## config.mk

```make
export PLATFORM = sky130hd
export DESIGN_NAME = dphy_pwrup_seq
export DESIGN_NICKNAME = d
export VERILOG_FILES = /design/src/rtl/dps_pkg.sv /design/src/rtl/dps_wait_timer.sv /design/src/rtl/dps_cfg_hold.sv /design/src/rtl/dphy_pwrup_seq.sv
export SDC_FILE = /design/constraint.sdc
export NUM_CORES = 1
export LEC_CHECK = 0
export BUFFER_PORTS_ARGS = -buffer_cell sky130_fd_sc_hd__buf_2
export CAP_MARGIN = 30
export CORE_ASPECT_RATIO = 1.1
export CORE_UTILIZATION = 35
export DETAILED_ROUTE_END_ITERATION = 7
export PLACE_DENSITY = 0.69
export RECOVER_POWER = 50
export SYNTH_ARGS = -nofsm -noshare
export SYNTH_HDL_FRONTEND = slang
export SYNTH_SLANG_ARGS = --single-unit
```

## constraint.sdc

```tcl
create_clock -name clk -period 2.4 [get_ports clk]
set_clock_uncertainty 0.05 [all_clocks]
set_input_delay 0.24 -clock clk [delete_from_list [all_inputs] [get_ports clk]]
set_output_delay 0.24 -clock clk [all_outputs]
set_load 0.01 [all_outputs]
```

## src/rtl/dps_pkg.sv

```systemverilog
package dps_pkg;

   typedef enum logic [2:0] {
      ST_IDLE  = 3'd0,
      ST_INIT  = 3'd1,
      ST_TCLR  = 3'd2,
      ST_TREL  = 3'd3,
      ST_WLOCK = 3'd4,
      ST_WSTOP = 3'd5,
      ST_DONE  = 3'd6
   } seq_st_e;

   // bit positions in the PHY control vector (decoded by the PHY)
   localparam int CTL_SHUT_REL = 0;
   localparam int CTL_RST_REL  = 1;
   localparam int CTL_CLK_EN   = 2;
   localparam int CTL_PLL_FRC  = 3;
   localparam int CTL_W        = 4;

endpackage

```

## src/rtl/dps_wait_timer.sv

```systemverilog
module dps_wait_timer #(
   parameter int TMO_CYC   = 64,
   parameter int PULSE_CYC = 2
) (
   input  logic clk,
   input  logic rst_n,
   input  logic clr_i,
   input  logic run_i,
   output logic tmo_hit_o,
   output logic pulse_hit_o
);
   localparam int MAXV  = (TMO_CYC > PULSE_CYC) ? TMO_CYC : PULSE_CYC;
   localparam int CNT_W = $clog2(MAXV + 1);

   logic [CNT_W-1:0] cnt_q;

   always_ff @(posedge clk or negedge rst_n) begin
      if (!rst_n)               cnt_q <= '0;
      else if (clr_i || !run_i) cnt_q <= '0;
      else if (cnt_q != CNT_W'(MAXV)) cnt_q <= cnt_q + CNT_W'(1);
   end

   assign tmo_hit_o   = (cnt_q == CNT_W'(TMO_CYC - 1));
   assign pulse_hit_o = (cnt_q == CNT_W'(PULSE_CYC - 1));
endmodule

```

## src/rtl/dps_cfg_hold.sv

```systemverilog
module dps_cfg_hold #(
   parameter int LANE_W  = 3,
   parameter int CODE_W  = 2,
   parameter int SWAIT_W = 8,
   parameter bit LATCH   = 1'b1
) (
   input  logic               clk,
   input  logic               rst_n,
   input  logic               capture_i,
   input  logic [LANE_W-1:0]  lanes_i,
   input  logic [SWAIT_W-1:0] stop_wait_i,
   output logic [CODE_W-1:0]  lane_code_o,
   output logic [SWAIT_W-1:0] stop_wait_o
);
   logic [CODE_W-1:0] code_now;
   assign code_now = CODE_W'(lanes_i - LANE_W'(1));

   generate
      if (LATCH) begin : g_latched
         logic [CODE_W-1:0]  code_q;
         logic [SWAIT_W-1:0] sw_q;
         always_ff @(posedge clk or negedge rst_n) begin
            if (!rst_n) begin
               code_q <= '0;
               sw_q   <= '0;
            end else if (capture_i) begin
               code_q <= code_now;
               sw_q   <= stop_wait_i;
            end
         end
         assign lane_code_o = code_q;
         assign stop_wait_o = sw_q;
      end else begin : g_direct
         assign lane_code_o = code_now;
         assign stop_wait_o = stop_wait_i;
      end
   endgenerate
endmodule

```

## src/rtl/dphy_pwrup_seq.sv

```systemverilog
module dphy_pwrup_seq
   import dps_pkg::*;
#(
   parameter int TIMEOUT_CYC = 64,
   parameter int TCLR_CYC    = 2,
   parameter int LANE_W      = 3,
   parameter int CODE_W      = 2,
   parameter int SWAIT_W     = 8,
   parameter bit LATCH_CFG   = 1'b1
) (
   input  logic               clk,
   input  logic               rst_n,
   input  logic               start_i,
   input  logic [LANE_W-1:0]  lanes_i,
   input  logic [SWAIT_W-1:0] stop_wait_i,
   input  logic               pll_lock_i,
   input  logic               clk_stop_i,
   output logic [CTL_W-1:0]   phy_ctrl_o,
   output logic               test_clr_o,
   output logic [CODE_W-1:0]  lane_code_o,
   output logic [SWAIT_W-1:0] stop_wait_o,
   output logic               busy_o,
   output logic               done_o,
   output logic               lock_to_o,
   output logic               stop_to_o
);

   generate
      if (TIMEOUT_CYC < 2) begin : g_chk_tmo
         $error("TIMEOUT_CYC must be at least 2");
      end
      if (TCLR_CYC < 1) begin : g_chk_tclr
         $error("TCLR_CYC must be at least 1");
      end
      if (LANE_W < CODE_W + 1) begin : g_chk_lane
         $error("LANE_W must hold a count of 2**CODE_W lanes");
      end
   endgenerate

   seq_st_e st_q, st_d;
   logic    accept, tmo_hit, pulse_hit, tmr_run, enabled;
   logic    lock_to_q, stop_to_q;

   assign accept = start_i && (st_q == ST_IDLE || st_q == ST_DONE);

   always_comb begin
      st_d = st_q;
      unique case (st_q)
         ST_IDLE, ST_DONE: if (start_i) st_d = ST_INIT;
         ST_INIT:          st_d = ST_TCLR;
         ST_TCLR:          if (pulse_hit) st_d = ST_TREL;
         ST_TREL:          st_d = ST_WLOCK;
         ST_WLOCK:         if (pll_lock_i || tmo_hit) st_d = ST_WSTOP;
         ST_WSTOP:         if (clk_stop_i || tmo_hit) st_d = ST_DONE;
         default:          st_d = ST_IDLE;
      endcase
   end

   always_ff @(posedge clk or negedge rst_n) begin
      if (!rst_n) st_q <= ST_IDLE;
      else        st_q <= st_d;
   end

   assign tmr_run = (st_q == ST_TCLR) || (st_q == ST_WLOCK) || (st_q == ST_WSTOP);

   dps_wait_timer #(
      .TMO_CYC   (TIMEOUT_CYC),
      .PULSE_CYC (TCLR_CYC)
   ) u_timer (
      .clk         (clk),
      .rst_n       (rst_n),
      .clr_i       (st_d != st_q),
      .run_i       (tmr_run),
      .tmo_hit_o   (tmo_hit),
      .pulse_hit_o (pulse_hit)
   );

   dps_cfg_hold #(
      .LANE_W  (LANE_W),
      .CODE_W  (CODE_W),
      .SWAIT_W (SWAIT_W),
      .LATCH   (LATCH_CFG)
   ) u_cfg (
      .clk         (clk),
      .rst_n       (rst_n),
      .capture_i   (accept),
      .lanes_i     (lanes_i),
      .stop_wait_i (stop_wait_i),
      .lane_code_o (lane_code_o),
      .stop_wait_o (stop_wait_o)
   );

   always_ff @(posedge clk or negedge rst_n) begin
      if (!rst_n) begin
         lock_to_q <= 1'b0;
         stop_to_q <= 1'b0;
      end else if (accept) begin
         lock_to_q <= 1'b0;
         stop_to_q <= 1'b0;
      end else begin
         if (st_q == ST_WLOCK && !pll_lock_i && tmo_hit) lock_to_q <= 1'b1;
         if (st_q == ST_WSTOP && !clk_stop_i && tmo_hit) stop_to_q <= 1'b1;
      end
   end

   assign enabled = (st_q == ST_WLOCK) || (st_q == ST_WSTOP) || (st_q == ST_DONE);

   always_comb begin
      phy_ctrl_o               = '0;
      phy_ctrl_o[CTL_SHUT_REL] = enabled;
      phy_ctrl_o[CTL_RST_REL]  = enabled;
      phy_ctrl_o[CTL_CLK_EN]   = enabled;
      phy_ctrl_o[CTL_PLL_FRC]  = enabled;
   end

   assign test_clr_o = (st_q == ST_TCLR);
   assign busy_o     = (st_q != ST_IDLE) && (st_q != ST_DONE);
   assign done_o     = (st_q == ST_DONE);
   assign lock_to_o  = lock_to_q;
   assign stop_to_o  = stop_to_q;

endmodule

```

==> implementation parameters <==
Parameter                              Value

Global routing
  Wire length of the first global-routing pass    3650 um
  GRT Total Usage    12.96%
  Initial antenna violation count    0
  Largest net degree at the start of global routing    23
  Number of global-route vias before repair    858
  Grt ovf    0

Clock tree
  Number of setup buffers added after CTS    0
  Number of clock buffers inserted by TritonCTS    3
  Clock Pin Slew Worst Setup and Hold Paths    0.11 ns
  Number of gates resized after CTS    0
  Longest Clk Path Bufs    2
  Number of H-tree branching levels    1
  Clock tree from TritonCTS    done
  Root buffer cell    sky130_fd_sc_hd__clkbuf_4
  Clock latency of the later-clocked register in the worst-skew pair    0.30 ns
  TritonCTS sink count    22
  Number of hold buffers added after CTS    1

Hold path
  Start point of the worst hold path    lanes_i[0]
  Class of the tightest hold or removal check    in -> reg

Logic synthesis
  Post-synthesis sequential area ratio    47.88%
  Cell area after synthesis    1150 um2
  Synthesized net count    121
  Dominant cell by count in the synthesized netlist    sky130_fd_sc_hd__dfrtp_1
  Number of synthesized flops with an enable pin    0
  Netlist cell types    33
  Proportion of synthesized flip-flops having asynchronous set or reset    100.0%
  Area share of the leading cell type in the synthesized netlist    47.88%
  Warning count from the yosys run    0
  Area leader, netlist    sky130_fd_sc_hd__dfrtp_1
  #FFs+latches synth    22
  Post-synth top flop    sky130_fd_sc_hd__dfrtp_1
  Dominant cells by area after synthesis    sky130_fd_sc_hd__dfrtp_1 48%, sky130_fd_sc_hd__mux2_2 8.8%, sky130_fd_sc_hd__nor3_1 3.9%
  Synth Instances    102
  List of most frequent post-synthesis cells    22 x sky130_fd_sc_hd__dfrtp_1, 9 x sky130_fd_sc_hd__mux2_2, 9 x sky130_fd_sc_hd__nor3_1, 6 x sky130_fd_sc_hd__nand2_1
  Syn_area_per_cell    11.27 um2

Status
  Outcome    finished, final reports clean

Route
  Post-detailed-route count of antenna-violating nets    0
  First-pass iteration count of the detailed router    3
  Per-cell routed wire length    12.08 um
  Remaining design rule violation count    0
  Via-per-instance ratio    5.195
  Post-Route WL    2042 um
  Detailed router's first-iteration violation count    8
  Count of vias placed by the detailed router    878

Layout
  Finished Cell Area    1370 um2
  End-of-flow core utilization    44.57%
  Ant. Diodes    0
  Number of filler instances in the final layout    298
  Number of nets in the layout    155
  Layout cells sized above 1    32.59%
  Synth-to-Final Area Change    19.15%

Setup path
  CP Capture Type    flip-flop
  Critical path origin    u_timer.cnt_q[0]
  Startpoint of the worst-slack reg-to-reg timing path    u_timer.cnt_q[0]
  Worst path required time    2.57 ns
  Worst R2R Setup Slack    0.55 ns
  Crit start category    flip-flop
  Arrival time at the worst endpoint    2.02 ns
  Top fanout value on the critical path    8
  WS Path Type    reg -> reg

STA
  Worst slew slack as a fraction of its limit    25.86%
  Period utilization    77.07%
  Final-layout setup total negative slack    0 ns
  Unrepaired setup endpoints after global routing    false
  Maximum operating frequency    540.6 MHz
  Max-slew violation count    0
  Clock period minus final worst setup slack    1.850 ns
  Endpoints failing setup    0
  Transition time at the pin with the least slew margin    1.112 ns
  Number of hold violations in the final report    0

Floorplan
  # IOs    35
  Die width    56.65 um
  Die height    62.12 um
  Starting density of the core    37.40%
  Core area    3074 um2
  Cell Rows    21
  Die ar.    3519 um2

Power and ir drop
  Leakage power figure    0.6410 nW
  Portion of total power attributed to the clock network    17.6%
  Total Power    1.559 mW
  Cell Pwr Density    1138 nW/um2
  Switching component of the power    0.5547 mW
  Power share of the sequential group    39.2%
  Combinational Power Share    43.2%
  Switching portion of total power    35.57%
  Internal power    1.005 mW
  Peak supply drop    0.0006637 V

Placement
  Area after DPL    1319 um2
  I/O Buffers    33
  Placer congestion estimate    0.8405
  HPWL Detailed    1584 um

Job
  Maxcap violations    0
-- through the flow --
stage	hold slack, ns	std cells	setup slack (ns)
final	0.07481	169	0.5504
after global routing	0.07985	169	0.4300
after CTS	0.06437	169	0.5395
after detailed placement	0.1770	164	0.5639
after global placement	0.1724	164	0.6324
after floorplan	-0.1056	102	0.7083
-- worst paths after layout --
kind,endpoint,cells after the start
min,u_cfg.lane_code_o[0],2
min reg2reg,lock_to_o,2
max,u_timer.cnt_q[4],5
max in group asynchronous,u_timer.cnt_q[5],2
max reg2reg,u_timer.cnt_q[4],5
min in group asynchronous,u_cfg.stop_wait_o[7],2
-- power groups by stage --
stage | clock [mW] | combinational, mW | sequential [mW]
2_1_floorplan | 0 | 0.516 | 0.614
3_3_place_gp | 0 | 0.690 | 0.610
3_5_place_dp | 0 | 0.706 | 0.618
4_1_cts | 0.287 | 0.708 | 0.612
5_1_grt | 0.303 | 0.751 | 0.635
6_report | 0.274 | 0.674 | 0.611
-- flip-flops by register name (all words and copies together), names as in the netlist --
signal and flops:
st_q 3, lock_to_o 1, stop_to_o 1, u_timer.cnt_q 7, u_cfg.lane_code_o 2, u_cfg.stop_wait_o 8
-- placed cells by master (no fill, tap or decap), types with 2 or more instances in the layout --
master	instances
sky130_fd_sc_hd__ha_1	3
sky130_fd_sc_hd__a211oi_1	2
sky130_fd_sc_hd__nand3_1	3
sky130_fd_sc_hd__mux2i_1	2
sky130_fd_sc_hd__clkbuf_1	9
sky130_fd_sc_hd__nor3b_1	2
sky130_fd_sc_hd__inv_1	4
sky130_fd_sc_hd__nor3_1	9
sky130_fd_sc_hd__buf_2	24
sky130_fd_sc_hd__nor2_1	4
sky130_fd_sc_hd__xnor2_1	5
sky130_fd_sc_hd__a21oi_1	4
sky130_fd_sc_hd__clkbuf_4	3
sky130_fd_sc_hd__mux2_2	9
sky130_fd_sc_hd__a21o_1	2
sky130_fd_sc_hd__buf_4	2
sky130_fd_sc_hd__o21ai_0	3
sky130_fd_sc_hd__nand2_1	6
sky130_fd_sc_hd__dfrtp_1	22
-- metal layers --
layer | vias up | share of wire (%) | GRT usage, %
li1 | 421 | - | -
met1 | 426 | 44 | 16.60
met2 | 29 | 48 | 20.74
met3 | 2 | 7.4 | 3.125
met4 | 0 | 0.69 | 5.488
met5 | - | 0 | 0
-- logic make-up (layout without fill, tap and decap cells) --
| group | after synthesis | in the layout | synth area share [%] |
|---|---|---|---|
| and+or+nand+nor | 35 | 35 | 19.15 |
| buffers and inverters | 11 | 44 | 5.984 |
| DFF | 22 | 22 | 47.88 |
| AOI/OAI and AO/OA | 14 | 14 | 8.596 |
| adders and majority gates | 3 | 3 | 3.265 |
| muxes | 11 | 11 | 10.56 |
| xor gates and xnor gates | 6 | 6 | 4.570 |
-- critical path, stage by stage, from the launching register on --
cell and delay, ns:
sky130_fd_sc_hd__dfrtp_1 0.45, sky130_fd_sc_hd__ha_1 0.24, sky130_fd_sc_hd__and3_1 0.25, sky130_fd_sc_hd__a21o_1 0.19, sky130_fd_sc_hd__a211o_4 0.37, sky130_fd_sc_hd__nor3_1 0.21
-- cell type report --
| type | instances | area (um2) | share of cell area [%] |
|---|---|---|---|
| clock buffers | 3 | 22.52 | 1.644 |
| clock inverters | 1 | 30.03 | 2.192 |
| inverters | 4 | 15.01 | 1.096 |
| multi-input cells | 69 | 530.5 | 38.72 |
| flip-flops and latches | 22 | 550.5 | 40.18 |
| well taps | 34 | 42.54 | 3.105 |
| repair buffers | 36 | 178.9 | 13.06 |
Power figures use the tool's default switching activity.
